**config.mk**
```make
export PLATFORM = sky130hd
export DESIGN_NAME = sdram_cmd_monitor
export DESIGN_NICKNAME = d
export VERILOG_FILES = /design/src/rtl/sdram_mon_pkg.sv /design/src/rtl/sdram_mon_decode.sv /design/src/rtl/sdram_mon_bank.sv /design/src/rtl/sdram_cmd_monitor.sv
export SDC_FILE = /design/constraint.sdc
export NUM_CORES = 1
export LEC_CHECK = 0
export ABC_AREA = 1
export BUFFER_PORTS_ARGS = -buffer_cell sky130_fd_sc_hd__buf_2
export CORE_ASPECT_RATIO = 0.75
export CORE_UTILIZATION = 40
export CTS_BUF_LIST = sky130_fd_sc_hd__clkbuf_8
export DETAILED_ROUTE_END_ITERATION = 7
export PLACE_DENSITY_LB_ADDON = 0.25
export SLEW_MARGIN = 5
export SYNTH_ARGS = -nofsm -noshare
export SYNTH_HDL_FRONTEND = slang
export SYNTH_SLANG_ARGS = --single-unit
export TNS_END_PERCENT = 20
```
**constraint.sdc**
```tcl
create_clock -name clk -period 4.91 [get_ports clk]
set_input_delay 0 -clock clk [delete_from_list [all_inputs] [get_ports clk]]
set_output_delay 0 -clock clk [all_outputs]
set_load 0.005 [all_outputs]
```
**src/rtl/sdram_mon_pkg.sv**
```systemverilog
package sdram_mon_pkg;

    typedef enum logic [2:0] {
        CMD_MRS = 3'b000,
        CMD_REF = 3'b001,
        CMD_PRE = 3'b010,
        CMD_ACT = 3'b011,
        CMD_WR  = 3'b100,
        CMD_RD  = 3'b101,
        CMD_BST = 3'b110,
        CMD_NOP = 3'b111
    } sdram_cmd_e;

    typedef enum logic [3:0] {
        ERR_NONE      = 4'd0,
        ERR_IDLE_RW   = 4'd1,
        ERR_OPEN_ACT  = 4'd2,
        ERR_REF_OPEN  = 4'd3,
        ERR_MRD       = 4'd4,
        ERR_RCD       = 4'd5,
        ERR_RC        = 4'd6,
        ERR_RRD       = 4'd7,
        ERR_RP        = 4'd8,
        ERR_WR        = 4'd9
    } mon_err_e;

    localparam int NUM_RULES = 9;

endpackage

```
**src/rtl/sdram_mon_decode.sv**
```systemverilog
module sdram_mon_decode
    import sdram_mon_pkg::*;
(
    input  logic       ras_n,
    input  logic       cas_n,
    input  logic       we_n,
    output sdram_cmd_e cmd,
    output logic       is_act,
    output logic       is_pre,
    output logic       is_rd,
    output logic       is_wr,
    output logic       is_ref,
    output logic       is_mrs,
    output logic       is_nop
);

    always_comb begin
        cmd    = sdram_cmd_e'({ras_n, cas_n, we_n});
        is_act = (cmd == CMD_ACT);
        is_pre = (cmd == CMD_PRE);
        is_rd  = (cmd == CMD_RD);
        is_wr  = (cmd == CMD_WR);
        is_ref = (cmd == CMD_REF);
        is_mrs = (cmd == CMD_MRS);
        is_nop = (cmd == CMD_NOP);
    end

endmodule

```
**src/rtl/sdram_mon_bank.sv**
```systemverilog
module sdram_mon_bank #(
    parameter int CNT_W = 4,
    parameter int T_RCD = 3,
    parameter int T_RC  = 8,
    parameter int T_RP  = 3,
    parameter int T_WR  = 2
) (
    input  logic clk,
    input  logic rst,
    input  logic sel,
    input  logic pre_all,
    input  logic is_act,
    input  logic is_pre,
    input  logic is_wr,
    output logic open_o,
    output logic rcd_ok,
    output logic rc_ok,
    output logic rp_ok,
    output logic wr_ok
);

    localparam logic [CNT_W-1:0] CNT_MAX = {CNT_W{1'b1}};
    localparam logic [CNT_W-1:0] CNT_ONE = CNT_W'(1);

    typedef struct packed {
        logic             open;
        logic [CNT_W-1:0] act_cnt;
        logic [CNT_W-1:0] pre_cnt;
        logic [CNT_W-1:0] wr_cnt;
    } bank_st_t;

    bank_st_t st_d, st_q;

    always_comb begin
        st_d = st_q;
        if (st_q.act_cnt != CNT_MAX) st_d.act_cnt = st_q.act_cnt + CNT_ONE;
        if (st_q.pre_cnt != CNT_MAX) st_d.pre_cnt = st_q.pre_cnt + CNT_ONE;
        if (st_q.wr_cnt  != CNT_MAX) st_d.wr_cnt  = st_q.wr_cnt  + CNT_ONE;
        if (is_act && sel) begin
            st_d.open    = 1'b1;
            st_d.act_cnt = CNT_ONE;
        end
        if (is_pre && (sel || pre_all)) begin
            st_d.open    = 1'b0;
            st_d.pre_cnt = CNT_ONE;
        end
        if (is_wr && sel) begin
            st_d.wr_cnt = CNT_ONE;
        end
        if (rst) begin
            st_d.open    = 1'b0;
            st_d.act_cnt = CNT_MAX;
            st_d.pre_cnt = CNT_MAX;
            st_d.wr_cnt  = CNT_MAX;
        end
    end

    always_ff @(posedge clk) begin
        st_q <= st_d;
    end

    assign open_o = st_q.open;
    assign rcd_ok = (st_q.act_cnt >= CNT_W'(T_RCD));
    assign rc_ok  = (st_q.act_cnt >= CNT_W'(T_RC));
    assign rp_ok  = (st_q.pre_cnt >= CNT_W'(T_RP));
    assign wr_ok  = (st_q.wr_cnt  >= CNT_W'(T_WR));

endmodule

```
**src/rtl/sdram_cmd_monitor.sv**
```systemverilog
module sdram_cmd_monitor
    import sdram_mon_pkg::*;
#(
    parameter int BANK_W = 2,
    parameter int ADDR_W = 13,
    parameter int T_RCD  = 3,
    parameter int T_RC   = 8,
    parameter int T_RRD  = 3,
    parameter int T_RP   = 3,
    parameter int T_WR   = 2,
    parameter int T_MRD  = 3
) (
    input  logic              clk,
    input  logic              rst,
    input  logic              ras_n,
    input  logic              cas_n,
    input  logic              we_n,
    input  logic [BANK_W-1:0] ba,
    input  logic [ADDR_W-1:0] addr,
    output logic              err_flag,
    output logic [3:0]        err_code
);

    localparam int NUM_BANKS = 1 << BANK_W;
    localparam int A10_BIT   = 10;
    localparam int T_M1 = (T_RCD > T_RC) ? T_RCD : T_RC;
    localparam int T_M2 = (T_RRD > T_RP) ? T_RRD : T_RP;
    localparam int T_M3 = (T_WR > T_MRD) ? T_WR : T_MRD;
    localparam int T_M4 = (T_M1 > T_M2) ? T_M1 : T_M2;
    localparam int T_MAX = (T_M4 > T_M3) ? T_M4 : T_M3;
    localparam int CNT_W = $clog2(T_MAX + 1);
    localparam logic [CNT_W-1:0] CNT_MAX = {CNT_W{1'b1}};
    localparam logic [CNT_W-1:0] CNT_ONE = CNT_W'(1);

    typedef struct packed {
        logic              flag;
        mon_err_e          code;
        logic [CNT_W-1:0]  mrd_cnt;
        logic [CNT_W-1:0]  rrd_cnt;
        logic [BANK_W-1:0] last_bank;
    } mon_st_t;

    mon_st_t st_d, st_q;

    sdram_cmd_e cmd;
    logic is_act, is_pre, is_rd, is_wr, is_ref, is_mrs, is_nop;
    logic a10;
    logic addr_unused;

    logic [NUM_BANKS-1:0] bank_open;
    logic [NUM_BANKS-1:0] rcd_ok;
    logic [NUM_BANKS-1:0] rc_ok;
    logic [NUM_BANKS-1:0] rp_ok;
    logic [NUM_BANKS-1:0] wr_ok;
    logic [NUM_BANKS-1:0] pre_mask;
    logic [NUM_RULES:1]   viol;
    mon_err_e             first_err;

    assign a10         = addr[A10_BIT];
    assign addr_unused = ^addr;

    sdram_mon_decode u_decode (
        .ras_n  (ras_n),
        .cas_n  (cas_n),
        .we_n   (we_n),
        .cmd    (cmd),
        .is_act (is_act),
        .is_pre (is_pre),
        .is_rd  (is_rd),
        .is_wr  (is_wr),
        .is_ref (is_ref),
        .is_mrs (is_mrs),
        .is_nop (is_nop)
    );

    for (genvar b = 0; b < NUM_BANKS; b++) begin : g_bank
        sdram_mon_bank #(
            .CNT_W (CNT_W),
            .T_RCD (T_RCD),
            .T_RC  (T_RC),
            .T_RP  (T_RP),
            .T_WR  (T_WR)
        ) u_bank (
            .clk     (clk),
            .rst     (rst),
            .sel     (ba == BANK_W'(b)),
            .pre_all (a10),
            .is_act  (is_act),
            .is_pre  (is_pre),
            .is_wr   (is_wr),
            .open_o  (bank_open[b]),
            .rcd_ok  (rcd_ok[b]),
            .rc_ok   (rc_ok[b]),
            .rp_ok   (rp_ok[b]),
            .wr_ok   (wr_ok[b])
        );
    end

    always_comb begin
        pre_mask = '0;
        pre_mask[ba] = 1'b1;
        if (a10) pre_mask = '1;

        viol = '0;
        viol[1] = (is_rd || is_wr) && !bank_open[ba];
        viol[2] = is_act && bank_open[ba];
        viol[3] = is_ref && (|bank_open);
        viol[4] = !is_nop && (st_q.mrd_cnt < CNT_W'(T_MRD));
        viol[5] = (is_rd || is_wr) && !rcd_ok[ba];
        viol[6] = is_act && !rc_ok[ba];
        viol[7] = is_act && (st_q.last_bank != ba) && (st_q.rrd_cnt < CNT_W'(T_RRD));
        viol[8] = (is_act && !rp_ok[ba]) || (is_ref && !(&rp_ok));
        viol[9] = is_pre && (|(pre_mask & ~wr_ok));

        first_err = ERR_NONE;
        for (int i = NUM_RULES; i >= 1; i--) begin
            if (viol[i]) first_err = mon_err_e'(4'(i));
        end
    end

    always_comb begin
        st_d = st_q;
        if (st_q.mrd_cnt != CNT_MAX) st_d.mrd_cnt = st_q.mrd_cnt + CNT_ONE;
        if (st_q.rrd_cnt != CNT_MAX) st_d.rrd_cnt = st_q.rrd_cnt + CNT_ONE;
        if (is_mrs) st_d.mrd_cnt = CNT_ONE;
        if (is_act) begin
            st_d.rrd_cnt   = CNT_ONE;
            st_d.last_bank = ba;
        end
        if (!st_q.flag && (first_err != ERR_NONE)) begin
            st_d.flag = 1'b1;
            st_d.code = first_err;
        end
        if (rst) begin
            st_d.flag      = 1'b0;
            st_d.code      = ERR_NONE;
            st_d.mrd_cnt   = CNT_MAX;
            st_d.rrd_cnt   = CNT_MAX;
            st_d.last_bank = '0;
        end
    end

    always_ff @(posedge clk) begin
        st_q <= st_d;
    end

    assign err_flag = st_q.flag;
    assign err_code = st_q.code;

endmodule

```
; ---- Yosys cells after proc, flatten, opt, wreduce, memory -nomap -nowiden
; Cells that the tools add are included.
; Widths: inputs -> output; s select.
[word_totals]
regBits = 67
latchBits = 0
mem_bits_rw = 0
rom_bits = 0
input_bits = 20
out_inout_bits = 5
wordCells = 215
mem_count = 0
[classes]
n_addsub = 14
multipliers = 0
n_div = 0
n_lt_le_gt_ge = 20
n_eq_ne = 24
n_shift = 0
n_mux = 48
n_bitwise = 2
n_reduce_logical = 72
[op_table]
columns = operator, n
row1 = $mux 4, 37
row2 = $add 4x1->4 const B, 14
row3 = $ne 4x4->1 const B, 14
row4 = $ge 4x2->1 const B, 12
row5 = $reduce_bool 2->1, 14
row6 = $reduce_or 2->1, 14
row7 = $logic_and 1x1->1, 25
row8 = $ge 4x4->1 const B, 4
row9 = $eq 3x3->1 const B, 3
row10 = $bmux 1 s2, 4
row11 = $lt 4x2->1 const B, 2
row12 = $reduce_or 4->1, 2
row13 = $logic_not 1->1, 7
row14 = $eq 3x2->1 const B, 2
row15 = $logic_or 1x1->1, 6
row16 = $mux 6, 1
row17 = $mux 1, 5
row18 = $and 4x4->4, 1
row19 = $eq 2x2->1 const B, 2
row20 = $not 4->4, 1
row21 = $reduce_and 4->1, 1
row22 = $reduce_bool 4->1, 1
row23 = $eq 3x1->1 const B, 1
row24 = $logic_not 3->1, 1
row25 = other kinds (6), 6

; ---- Depth between registers and ports, before layout
[depth]
depth_word = 19
mapped_depth = 18
ltp_nobuf = 18

; ---- Hierarchy
; From an unflattened synthesis, not the netlist that was laid out.
[hier_totals]
cells_unflattened = 609
hier_area_um2 = 3920.0
[modules_own_cells]
columns = mod, n_inst, cells_per_inst, area_each_um2, seq_area_each_um2
row1 = sdram_mon_bank, 4, 102, 691.9, 260.2
row2 = sdram_cmd_monitor, 1, 184, 1077.3, 300.3
row3 = sdram_mon_decode, 1, 17, 75.1, 0.0

; ---- Worst setup path before layout
; No wires, ideal clock.
[synth_timing]
path_type = reg-to-reg
start = register st_q[2] in the netlist's numbering
end = register st_q (netlist bit err_code[0])
setup_time_ns = 0.135
t_arrival_ns = 1.665
required_ns = 4.775
setup_slack_ns = 3.110
path_stages_with_launch = 17
n_path_buf = 0
synth_period_minus_slack_ns = 1.800
cell_sequence = dfxtp_1 ha_1 or2_2 nor2_1 nand2_1 nor2b_1 inv_1 nand2_1 nand2_1 nand2_1 nand2_1 nand2_1 nand2_1 nand2_2 nand2_2 nand2_1 a21oi_2
[synth_via]
elab_chain_len = 11
[synth_lines]
columns = item, line
row1 = "start, declared", sdram_cmd_monitor.sv:43  ; mon_st_t st_d, st_q;
row2 = "start signal, assigned", sdram_cmd_monitor.sv:144  ; st_q <= st_d;
row3 = $lt 4x2->1 (*), sdram_cmd_monitor.sv:111  ; viol[7] = is_act && (st_q.last_bank != ba) && (st_q.rrd_cnt < CNT_W'(T_RRD));
row4 = $logic_and 1x1->1 (*), sdram_cmd_monitor.sv:111
row5 = $mux 4 (*) (7 in a row), sdram_cmd_monitor.sv:117  ; if (viol[i]) first_err = mon_err_e'(4'(i));
row6 = $reduce_bool 4->1, sdram_cmd_monitor.sv:130  ; if (!st_q.flag && (first_err != ERR_NONE)) begin
row7 = $logic_and 1x1->1, sdram_cmd_monitor.sv:130
; Every way passes the cells marked *; elsewhere a longest branch is shown, timed or not.
; A chain may end at the register's enable or synchronous reset.

; ---- Worst setup path after layout
[layout_timing]
start = register st_q[2] in the netlist's numbering
end = register st_q (netlist bit err_code[3])
; Same word-level chain as after synthesis.

==> results.md <==
## Final layout
* **commonest cells after routing, fill and taps aside** sky130_fd_sc_hd__nand2_1, sky130_fd_sc_hd__nor2_1, sky130_fd_sc_hd__inv_1, sky130_fd_sc_hd__dfxtp_1, sky130_fd_sc_hd__nand3_1
* **most frequent standard cell in the layout excluding fill and tap cells** sky130_fd_sc_hd__nand2_1
* **nets@finish** 591
* **layout overhead on the synthesized area** 10.6%
* **number of inserted diodes** 0
* **fraction of layout cells with a size suffix above 1** 12.1%

## Die
* **Die Outline Area** 9680 sq um
* **number of ports placed on the die boundary** 25
* **Die Width** 113 microns
* **core area** 9050 sq um
* **total number of placement rows** 30
* **effective utilization at floorplan** 41.1%
* **y dimension of the die** 85.5 microns

## Clock network
* **maximum buffer depth of the clock tree** 2
* **number of clock sinks** 67
* **clock buffer count from CTS** 9
* **TritonCTS clock tree** yes
* **H-tree depth** 3
* **post-cts sizing count** 0
* **Root Driver** sky130_fd_sc_hd__clkbuf_8
* **number of hold buffers added after cts** 0
* **Post CTS Setup Buffer Count** 0
* **clock-pin slew on the worst setup and hold paths** 0.08 ns
* **clock latency reported for the late side of the worst-skew pair** 0.36 ns

## Critical path
* **highest fanout seen on the critical path** 4
* **sort of element at the end of the critical path** register
* **data arrival time of the critical path** 2.26 ns
* **startpoint types** register
* **kind of critical path** reg2reg
* **required time at the endpoint of the critical path** 5.14 ns

## Power
* **leakage power** 2.03 nW
* **internal power** 1.51 mW
* **power density normalized to cell area** 616 nW/um^2
* **switching power summed over all nets** 1.02 mW
* **clock share of power** 20.7%
* **Gate power share** 42.4%
* **Switching Fraction** 40.4%
* **Peak VDD IR** 0.281 mV
* **post-route total power** 2.53 mW
* **sequential share of power** 36.9%

## Synthesis
* **number of warnings printed during yosys synthesis** 0
* **Syn Inst Count** 537
* **Netlist Area Pre-Place** 3720 sq um
* **Seq/Total Area, Yosys** 36.1%
* **count of cell types in the netlist** 37
* **largest area contributor in the synthesized netlist** sky130_fd_sc_hd__dfxtp_1
* **Net Count, Synth** 578
* **number of synthesized flops with an enable pin** 0
* **async set-or-reset flop fraction in the synthesized netlist** 0%
* **dominant register cell in the synthesized netlist** sky130_fd_sc_hd__dfxtp_1
* **post-synthesis sequential element count** 67
* **Area contributors post-synth** sky130_fd_sc_hd__dfxtp_1, sky130_fd_sc_hd__nand2_1, sky130_fd_sc_hd__nor2_1, sky130_fd_sc_hd__ha_1, sky130_fd_sc_hd__inv_1
* **mean instance size in the synthesized netlist** 6.92 sq um
* **portion of synthesized cell area occupied by the leading cell type** 36.1%

## Drt
* **Routed Antenna Nets** 0
* **number of design-rule violations left by the first detailed-router iteration** 204
* **DR vias** 3273
* **WL final** 7.79 mm
* **number of vias per cell after detailed routing** 4.79
* **wire length per cell** 11.4 microns
* **post-detailed-route DRC marker count** 0
* **iteration count of the initial detailed-routing pass** 4

## Status
* **status** completed

## Timing
* **post-route fraction of the period consumed by the critical path** 41.3%
* **unrepaired setup endpoints after global routing** false
* **Period minus WS final** 2.03 ns
* **Final Skew** 0.0106 ns
* **Final Hold Fails** 0
* **post-route setup TNS** 0 ns
* **slew of the pin with the lowest slew margin** 0.547 ns
* **final setup violation count** 0
* **final-report max-slew violation count** 0
* **Slew headroom** 63.2%
* **fmax** 494 MHz

## Global route
* **wire length of the first global-routing pass** 13.4 mm
* **global routing usage summed across all routing layers** 17.6%
* **global route overflow** 0
* **number of antenna violations at the first check in global routing** 0
* **number of global-route vias before repair** 2991
* **pin count of the biggest net entering global routing** 44

## Worst hold path
* **HP Class** in2reg

## Place
* **input/output buffers** 12
* **DPL Wire Length** 5.78 mm
* **routability congestion estimate from global placement** 0.803

## Flow run
* **number of max-capacitance violations reported** 0

==> critical path: stages (launching register included) <==
cell                      delay [ns]
sky130_fd_sc_hd__dfxtp_1        0.34
sky130_fd_sc_hd__ha_1           0.23
sky130_fd_sc_hd__or2_2          0.29
sky130_fd_sc_hd__nor2_1         0.09
sky130_fd_sc_hd__nand2_1        0.07
sky130_fd_sc_hd__nor2b_1        0.19
sky130_fd_sc_hd__inv_1          0.06
sky130_fd_sc_hd__nand2_1        0.07
sky130_fd_sc_hd__nand2_1        0.05
sky130_fd_sc_hd__nand2_1        0.05
sky130_fd_sc_hd__nand2_1        0.05
sky130_fd_sc_hd__nand2_1        0.07
sky130_fd_sc_hd__nand2_1        0.06
sky130_fd_sc_hd__nand2_2        0.08
sky130_fd_sc_hd__nand2_2        0.08
sky130_fd_sc_hd__nand2_1        0.08
sky130_fd_sc_hd__a21oi_2        0.05
==> cell type report <==
class,instances,area [sq um]
Timing Repair Buffer,13,67.6
Fill cell,917,4940
Tap cell,128,160
Inverter,72,273
Multi-Input combinational cell,387,2040
Clock inverter,6,88.8
Sequential cell,67,1340
Clock buffer,10,138
==> power groups by stage <==
stage	clock (mW)	combinational (mW)	sequential, mW
CTS	0.536	1.08	0.932
global route	0.558	1.27	0.961
floorplan	0	0.901	0.900
detailed placement	0	1.07	0.941
finish	0.525	1.07	0.933
global placement	0	1.03	0.936
==> routing by layer <==
metal / part of all wire [%] / routed length (microns) / track usage (%)
met2: 42 / 3290 / 26.2
met1: 52 / 4090 / 24.0
met3: 3.6 / 281 / 4.79
met5: 0 / 0 / 0
met4: 1.7 / 134 / 7.42
==> synth_stat cells, types with 2 or more instances <==
cell type / count
sky130_fd_sc_hd__a21oi_2: 4
sky130_fd_sc_hd__nor3_1: 3
sky130_fd_sc_hd__nand2_2: 7
sky130_fd_sc_hd__nor2_1: 79
sky130_fd_sc_hd__or2_2: 11
sky130_fd_sc_hd__o21ai_0: 33
sky130_fd_sc_hd__nand3b_1: 2
sky130_fd_sc_hd__ha_1: 21
sky130_fd_sc_hd__nand4_1: 10
sky130_fd_sc_hd__o211ai_1: 7
sky130_fd_sc_hd__dfxtp_1: 67
sky130_fd_sc_hd__o21a_1: 4
sky130_fd_sc_hd__clkbuf_1: 5
sky130_fd_sc_hd__o31ai_1: 5
sky130_fd_sc_hd__o311ai_0: 5
sky130_fd_sc_hd__buf_4: 5
sky130_fd_sc_hd__nand2_1: 116
sky130_fd_sc_hd__a21oi_1: 17
sky130_fd_sc_hd__nand3_1: 42
sky130_fd_sc_hd__nor2_2: 5
sky130_fd_sc_hd__a31oi_1: 3
sky130_fd_sc_hd__xor2_1: 2
sky130_fd_sc_hd__inv_2: 4
sky130_fd_sc_hd__inv_1: 67
==> state kept, by name, summed over array words and instances, names as in the netlist <==
signal / count
err_code: 4
g_bank.u_bank.open_o: 4
err_flag: 1
st_q: 10
g_bank.u_bank.st_q: 48
==> path summary, 6_finish.rpt <==
path               start          end  slack (ns)  cells after the start
max              st_q[2]  err_code[3]        2.88                     16
min                ras_n      st_q[9]        0.05                      3
max reg2reg      st_q[2]  err_code[3]        2.88                     16
min reg2reg  err_code[3]  err_code[3]        0.47                      2
==> cells by family after synthesis <==
group                      Yosys count  share of synthesized area [%]
adders and majority gates           21                           7.07
buffers and inverters               83                           8.96
and+or+nand+nor                    283                           34.0
xor gates and xnor gates             3                          0.707
DFF                                 67                           36.1
AOI/OAI and AO/OA                   80                           13.2
==> through the flow <==
step	setup slack [ns]	util (%)	instances	hold WS, ns	area [sq um]
finish	2.88	45.4	683	0.0528	4110
global route	2.70	45.4	683	0.0541	4110
CTS	2.88	45.4	683	0.0326	4110
detailed placement	2.90	42.9	667	0.401	3880
global placement	2.92	42.9	667	0.392	3880
floorplan	3.11	-	537	0.114	3720
Note: power is estimated with default switching activity, not from simulation.
